==> src/rtl/mbl_pkg.sv <==
package mbl_pkg;
   localparam int MBL_MAC_W  = 48;
   localparam int MBL_FID_W  = 8;
   localparam int MBL_PORTS  = 16;
   localparam int MBL_PRIO_W = 3;
   localparam int MBL_PTR_W  = 5;

   typedef struct packed {
      logic                  valid;
      logic                  eob;
      logic                  bpdu;
      logic [MBL_MAC_W-1:0]  mac;
      logic [MBL_FID_W-1:0]  fid;
      logic [MBL_PORTS-1:0]  src_mask;
      logic [MBL_PORTS-1:0]  dst_mask;
      logic                  drop_on_src;
      logic                  drop_on_dst;
      logic                  drop_foreign_src;
      logic [MBL_PRIO_W-1:0] src_prio;
      logic                  src_prio_vld;
      logic                  src_prio_force;
      logic [MBL_PRIO_W-1:0] dst_prio;
      logic                  dst_prio_vld;
      logic                  dst_prio_force;
      logic                  cam_cont;
      logic [MBL_PTR_W-1:0]  cam_ptr;
   } mbl_entry_t;

   localparam int MBL_ENTRY_W = $bits(mbl_entry_t);

   typedef enum logic [1:0] {
      DEC_NEXT = 2'd0,
      DEC_HIT  = 2'd1,
      DEC_MISS = 2'd2,
      DEC_CAM  = 2'd3
   } mbl_dec_e;
endpackage

==> src/rtl/mbl_entry_eval.sv <==
module mbl_entry_eval
   import mbl_pkg::*;
(
   input  logic                 ent_valid,
   input  logic                 ent_eob,
   input  logic                 ent_cam_cont,
   input  logic [MBL_MAC_W-1:0] ent_mac,
   input  logic [MBL_FID_W-1:0] ent_fid,
   input  logic [MBL_MAC_W-1:0] key_mac,
   input  logic [MBL_FID_W-1:0] key_fid,
   input  logic                 in_cam,
   input  logic                 at_last,
   output mbl_dec_e             dec
);
   logic key_eq;

   assign key_eq = (ent_mac == key_mac) && (ent_fid == key_fid);

   always_comb begin
      if (ent_valid && key_eq)            dec = DEC_HIT;
      else if (!ent_valid)                dec = DEC_MISS;
      else if (!in_cam && ent_cam_cont)   dec = DEC_CAM;
      else if (ent_eob || at_last)        dec = DEC_MISS;
      else                                dec = DEC_NEXT;
   end
endmodule

==> src/rtl/mbl_rsp_hold.sv <==
module mbl_rsp_hold
   import mbl_pkg::*;
(
   input  logic       clk,
   input  logic       rst_n,
   input  logic       load,
   input  logic       load_hit,
   input  mbl_entry_t load_ent,
   input  logic       rsp_ready,
   output logic       rsp_valid,
   output logic       rsp_hit,
   output mbl_entry_t rsp_ent
);
   always_ff @(posedge clk) begin
      if (!rst_n) begin
         rsp_valid <= 1'b0;
         rsp_hit   <= 1'b0;
         rsp_ent   <= '0;
      end else if (load) begin
         rsp_valid <= 1'b1;
         rsp_hit   <= load_hit;
         rsp_ent   <= load_hit ? load_ent : '0;
      end else if (rsp_valid && rsp_ready) begin
         rsp_valid <= 1'b0;
      end
   end


   rsp_hold_chk: assert property (@(posedge clk) disable iff (!rst_n)
      rsp_valid && !rsp_ready |=> rsp_valid && $stable(rsp_hit) && $stable(rsp_ent));


   miss_zero_chk: assert property (@(posedge clk) disable iff (!rst_n)
      rsp_valid && !rsp_hit |-> rsp_ent == '0);
endmodule

==> src/rtl/mac_bucket_lookup.sv <==
module mac_bucket_lookup
   import mbl_pkg::*;
#(
   parameter  int HASH_W    = 11,
   parameter  int BANKS     = 2,
   parameter  int CAM_DEPTH = 32,
   localparam int BANK_BITS = (BANKS > 1) ? $clog2(BANKS) : 0,
   localparam int BSEL_W    = (BANKS > 1) ? $clog2(BANKS) : 1,
   localparam int CAM_IW    = $clog2(CAM_DEPTH),
   localparam int TBL_AW    = BANK_BITS + HASH_W + 2,
   localparam int CAM_AW    = BANK_BITS + CAM_IW,
   localparam int ENTRY_W   = MBL_ENTRY_W
)(
   input  logic                 clk,
   input  logic                 rst_n,
   input  logic [BSEL_W-1:0]    cfg_bank,
   input  logic                 req_valid,
   output logic                 req_ready,
   input  logic [MBL_MAC_W-1:0] req_mac,
   input  logic [MBL_FID_W-1:0] req_fid,
   input  logic [HASH_W-1:0]    req_hash,
   output logic                 tbl_rd_en,
   output logic [TBL_AW-1:0]    tbl_rd_addr,
   input  logic [ENTRY_W-1:0]   tbl_rd_data,
   output logic                 cam_rd_en,
   output logic [CAM_AW-1:0]    cam_rd_addr,
   input  logic [ENTRY_W-1:0]   cam_rd_data,
   output logic                 rsp_valid,
   input  logic                 rsp_ready,
   output logic                 rsp_hit,
   output logic [ENTRY_W-1:0]   rsp_entry
);
   initial begin
      assert (HASH_W >= 1) else $error("HASH_W must be at least 1");
      assert (BANKS >= 1 && (BANKS & (BANKS - 1)) == 0) else $error("BANKS must be a power of two");
      assert (CAM_DEPTH >= 2 && (CAM_DEPTH & (CAM_DEPTH - 1)) == 0) else $error("CAM_DEPTH must be a power of two");
      assert (CAM_IW <= MBL_PTR_W) else $error("CAM_DEPTH exceeds the entry pointer range");
   end

   typedef enum logic [1:0] {S_IDLE, S_TBL, S_CAM, S_RSP} state_e;

   state_e                state;
   logic [MBL_MAC_W-1:0]  key_mac;
   logic [MBL_FID_W-1:0]  key_fid;
   logic [HASH_W-1:0]     hash_q;
   logic [BSEL_W-1:0]     bank_q;
   logic [1:0]            idx_q;
   logic [CAM_IW-1:0]     cam_q;

   mbl_entry_t            tbl_ent, cam_ent, cur_ent, rsp_ent_s;
   mbl_dec_e              dec;
   logic                  req_fire, searching, at_last, finish;
   logic [1:0]            idx_nxt;
   logic [CAM_IW-1:0]     cam_nxt, cam_start;

   assign tbl_ent   = mbl_entry_t'(tbl_rd_data);
   assign cam_ent   = mbl_entry_t'(cam_rd_data);
   assign cur_ent   = (state == S_CAM) ? cam_ent : tbl_ent;
   assign req_ready = (state == S_IDLE);
   assign req_fire  = req_valid && req_ready;
   assign searching = (state == S_TBL) || (state == S_CAM);
   assign at_last   = (state == S_CAM) ? (cam_q == CAM_IW'(CAM_DEPTH - 1)) : (idx_q == 2'd3);
   assign finish    = searching && ((dec == DEC_HIT) || (dec == DEC_MISS));
   assign idx_nxt   = idx_q + 2'd1;
   assign cam_nxt   = cam_q + CAM_IW'(1);
   assign cam_start = tbl_ent.cam_ptr[CAM_IW-1:0];

   mbl_entry_eval u_eval (
      .ent_valid    (cur_ent.valid),
      .ent_eob      (cur_ent.eob),
      .ent_cam_cont (cur_ent.cam_cont),
      .ent_mac      (cur_ent.mac),
      .ent_fid      (cur_ent.fid),
      .key_mac      (key_mac),
      .key_fid      (key_fid),
      .in_cam       (state == S_CAM),
      .at_last      (at_last),
      .dec          (dec)
   );

   assign tbl_rd_en = req_fire || ((state == S_TBL) && (dec == DEC_NEXT));
   assign cam_rd_en = ((state == S_TBL) && (dec == DEC_CAM)) ||
                      ((state == S_CAM) && (dec == DEC_NEXT));

   generate
      if (BANK_BITS > 0) begin : g_banked
         assign tbl_rd_addr = req_fire ? {cfg_bank, req_hash, 2'b00} : {bank_q, hash_q, idx_nxt};
         assign cam_rd_addr = (state == S_TBL) ? {bank_q, cam_start} : {bank_q, cam_nxt};
      end else begin : g_flat
         assign tbl_rd_addr = req_fire ? {req_hash, 2'b00} : {hash_q, idx_nxt};
         assign cam_rd_addr = (state == S_TBL) ? cam_start : cam_nxt;
      end
   endgenerate

   always_ff @(posedge clk) begin
      if (!rst_n) begin
         state   <= S_IDLE;
         key_mac <= '0;
         key_fid <= '0;
         hash_q  <= '0;
         bank_q  <= '0;
         idx_q   <= '0;
         cam_q   <= '0;
      end else begin
         case (state)
            S_IDLE: if (req_fire) begin
               key_mac <= req_mac;
               key_fid <= req_fid;
               hash_q  <= req_hash;
               bank_q  <= cfg_bank;
               idx_q   <= 2'd0;
               state   <= S_TBL;
            end
            S_TBL: begin
               if (dec == DEC_NEXT) idx_q <= idx_nxt;
               else if (dec == DEC_CAM) begin
                  cam_q <= cam_start;
                  state <= S_CAM;
               end else state <= S_RSP;
            end
            S_CAM: begin
               if (dec == DEC_NEXT) cam_q <= cam_nxt;
               else state <= S_RSP;
            end
            default: if (rsp_valid && rsp_ready) state <= S_IDLE;
         endcase
      end
   end

   mbl_rsp_hold u_rsp (
      .clk       (clk),
      .rst_n     (rst_n),
      .load      (finish),
      .load_hit  (dec == DEC_HIT),
      .load_ent  (cur_ent),
      .rsp_ready (rsp_ready),
      .rsp_valid (rsp_valid),
      .rsp_hit   (rsp_hit),
      .rsp_ent   (rsp_ent_s)
   );

   assign rsp_entry = rsp_ent_s;


   busy_chk: assert property (@(posedge clk) disable iff (!rst_n)
      rsp_valid |-> !req_ready);


   bank_hold_chk: assert property (@(posedge clk) disable iff (!rst_n)
      state != S_IDLE |=> $stable(bank_q));


   hit_key_chk: assert property (@(posedge clk) disable iff (!rst_n)
      rsp_valid && rsp_hit |-> rsp_ent_s.valid && rsp_ent_s.mac == key_mac && rsp_ent_s.fid == key_fid);


   cam_handoff_chk: assert property (@(posedge clk) disable iff (!rst_n)
      cam_rd_en |=> !tbl_rd_en);
endmodule

==> config.mk <==
export PLATFORM = sky130hd
export DESIGN_NAME = mac_bucket_lookup
export DESIGN_NICKNAME = d
export VERILOG_FILES = /design/src/rtl/mbl_pkg.sv /design/src/rtl/mbl_entry_eval.sv /design/src/rtl/mbl_rsp_hold.sv /design/src/rtl/mac_bucket_lookup.sv
export SDC_FILE = /design/constraint.sdc
export NUM_CORES = 1
export LEC_CHECK = 0
export CAP_MARGIN = 20
export CORE_ASPECT_RATIO = 0.6
export CORE_MARGIN = 5
export CORE_UTILIZATION = 41
export DETAILED_ROUTE_END_ITERATION = 8
export DONT_BUFFER_PORTS = 1
export PLACE_DENSITY_LB_ADDON = 0.12
export RECOVER_POWER = 25
export SLEW_MARGIN = 20
export SYNTH_ARGS = -nofsm -noshare
export SYNTH_HDL_FRONTEND = slang
export SYNTH_SLANG_ARGS = --single-unit
==> constraint.sdc <==
create_clock -name clk -period 6 [get_ports clk]
set_input_delay 1.8 -clock clk [delete_from_list [all_inputs] [get_ports clk]]
set_output_delay 1.8 -clock clk [all_outputs]
set_load 0.01 [all_outputs]
==> reports/metrics.yaml <==
finalNetCount: 1469
drc: 0
diodes: 0
synth-simple-area-share_pct: 25.1
seqPwrFrac_pct: 35.0
synth_xor_xnor_area_share_pct: 5.11
cts_buffers: 17
crit_chain: "mux2i_1, buf_4, xnor2_1, nor4_1, buf_4, nand4_1, or4_4, o21a_1, ha_1, a22o_1"
combPwrFrac_pct: 36.6
syn_nets: 1534
dp_cells: 1464
fin_cells: 1496
vias: 8499
power.leakage_nw: 3.52
routabilityCongestion: 0.889
clock_path_buffers: 2
max_stage_delay_ns: 0.60
hp-class: "reg -> reg"
grt_pass1_vias: 7915
tightest_slew_ns: 1.83
synth_compound_area_share_pct: 12.0
crit_top_cell: "buf_4"
outcome: "complete, but fails checks"
core-area_sq_mm: 0.0233
rr_startpoint: "state[0]"
min_delay_worst_endpoint: "key_fid[3]"
fin_crit_ns: 5.87
sw_frac_of_total_pct: 39.7
cp-end-kind: "output pin"
hold_path_startpoint: "key_fid[3]"
slowest_stage: "or4_4"
total_power_mw: 4.15
startpoint_type: "primary input"
final_core_util_pct: 45.3
htreeDepth: 4
clk_pin_slew_ns: 0.07
ant_nets: 0
worstSkewPairLatency_ns: 0.44
path_class: "in -> out"
die_x_um: 209
syn_inst: 1233
dr.first_iter.drc_count: 810
io_buffers: 0
grt_max_degree: 95
fill_cells: 2416
r2r_cells: 15
max_freq_mhz: 170
wl_um: 36600
final_common_cell: "nand2_1"
final-seq-area_sq_mm: 0.00376
clkPwrFrac_pct: 28.4
critPathTopFamily: "simple AND/OR/NAND/NOR gates"
holdWs_ns: 0.474
cts_tree: "done"
wl_per_cell_um: 24.4
drv_slew: 31
ys_ff_latch: 188
path_buf_inv: 2
rsz0062_at_grt: "false"
timing.final.crit_share_pct: 97.9
postCtsHoldBufs: 0
die_y_um: 130
peakVddDrop_v: 0.000219
synth_edf_count: 0
mostFrequentLayoutCells: "nand2_1, dfxtp_1, nand4_1, nor2_1, mux2i_1"
firstDrtPassIters: 7
violations: "max-capacitance violations, max-slew violations"
post_cts.repair.setup_buffers: 0
synthFlopType: "dfxtp_1"
drive_gt1_share_pct: 6.77
ys_types: 40
grt_pass1_wl_um: 52500
synthAdderAreaFrac_pct: 1.15
r2r_setup_slack_ns: 1.57
synthToLayoutAreaGrowth_pct: 8.01
synth_top_family_by_area: "simple AND/OR/NAND/NOR gates"
finalHoldViolations: 0
cts-root-buf: "clkbuf_16"
antenna_found_initial: 5
pin_count: 427
max_slew_margin_pct: -22.2
syn_area_sq_mm: 0.00977
min_delay_path_depth: 2
rr_endpoint: "u_rsp.rsp_ent[85]"
clock-sinks: 188
synth_warnings: 0
rows: 43
clock_skew_ns: 0.0127
cp_data_arrival_time_ns: 4.07
dp_hpwl_um: 27000
multi_input_area_sq_mm: 0.00550
synthArstFlopShare_pct: 0
tns_ns: 0
ys_seq_area_share_pct: 38.5
required_ns: 4.20
avgSynthCellArea_sq_um: 7.92
grtUsageTotal_pct: 25.6
start_util_pct: 41.9
p_switching_mw: 1.65
drv_cap: 1
dieArea_sq_mm: 0.0271
synthMuxAreaShare_pct: 12.2
setup_violations: 0
path_max_fanout: 5
via_per_inst: 5.68
grt.overflow.total: 0
cellInternalPower_mw: 2.50
cts_resized: 0
power_density_mw_per_mm2: 394
==> cell families (layout without fill, tap and decap cells) <==
kind of cell | after synthesis | count (layout)
AO/OA/AOI/OAI | 195 | 195
buffers and inverters | 121 | 69
multiplexers | 117 | 117
flip-flops | 188 | 188
adder cells (fa/ha/maj) | 9 | 9
AND/OR/NAND/NOR | 546 | 546
XOR/XNOR | 57 | 57
==> metal layers <==
| layer | vias to the layer above | track usage, % | wire length (um) |
|---|---|---|---|
| met1 | 4022 | 37.1 | 16700 |
| met2 | 347 | 35.1 | 15200 |
| met4 | 8 | 4.79 | 302 |
| li1 | 4094 | - | - |
| met3 | 28 | 11.4 | 4410 |
| met5 | - | 0 | 36 |
==> tightest hold or removal path, stage by stage (launching register included) <==
cell and delay, ns:
dfxtp_1 0.32, nand2_1 0.05, a21boi_0 0.06
==> final cells by class <==
cell class                      count  share of cell area [%]
Timing Repair Buffer               31                    2.60
Sequential cell                   188                    35.7
Tap cell                          315                    3.74
Inverter                            6                   0.213
Clock buffer                       18                    4.16
Multi-Input combinational cell    924                    52.1
Clock inverter                     14                    1.49
==> metrics by stage <==
step / setup slack [ns] / area, sq um
after detailed placement: 0.115 / 9940
final: 0.128 / 10600
after CTS: 0.0925 / 10500
after global placement: 0.142 / 9940
after global routing: 0.0135 / 10600
after floorplan: 0.151 / 9770
==> Yosys cell counts, types with 2 or more instances <==
cell        n  area [sq um]
o21ai_1   102           510
o21a_1      2          15.0
nand2b_1    2          12.5
buf_4       9          67.6
and2_1     15          93.8
buf_6       8          90.1
mux2i_2     4          55.1
o21ai_0    17          85.1
nor4_1      4          25.0
clkbuf_1   63           236
inv_1       6          22.5
nor3_1      4          20.0
a22oi_1     3          22.5
a21oi_1     4          20.0
a21boi_0   59           443
nand2_1   273          1020
xor2_1     35           307
nand3_1     4          20.0
nor2_1    112           420
ha_1        9           113
dfxtp_1   188          3760
o211a_1     3          30.0
nor2b_1     7          43.8
nand4_1   119           744
buf_2      20           100
mux2i_1   111          1110
buf_1      15          56.3
mux2_2      2          22.5
xnor2_1    22           193
==> state kept, by name (all words and copies together), names as in the netlist, 2 cells and up <==
register,count
hash_q,11
cam_q,5
key_fid,8
key_mac,48
u_rsp.rsp_ent,110
idx_q,2
state,2
==> power groups by stage <==
stage	sequential (mW)	combinational, mW	clock, mW
floorplan	1.43	1.14	0
global placement	1.48	1.50	0
detailed placement	1.48	1.50	0
CTS	1.45	1.51	1.21
global route	1.46	1.66	1.26
finish	1.45	1.52	1.18
==> worst max-delay path by stage <==
| stage | slack (ns) | from | to | depth (start not counted) |
|---|---|---|---|---|
| floorplan | 0.15 | cam_rd_data[71] | cam_rd_en | 12 |
| global placement | 0.14 | cam_rd_data[97] | cam_rd_en | 9 |
| detailed placement | 0.12 | cam_rd_data[97] | cam_rd_en | 9 |
| CTS | 0.09 | cam_rd_data[97] | cam_rd_en | 9 |
| global route | 0.01 | cam_rd_data[95] | cam_rd_en | 10 |
| finish | 0.13 | cam_rd_data[95] | cam_rd_en | 10 |
No activity file was read; power rests on OpenSTA's default activity.
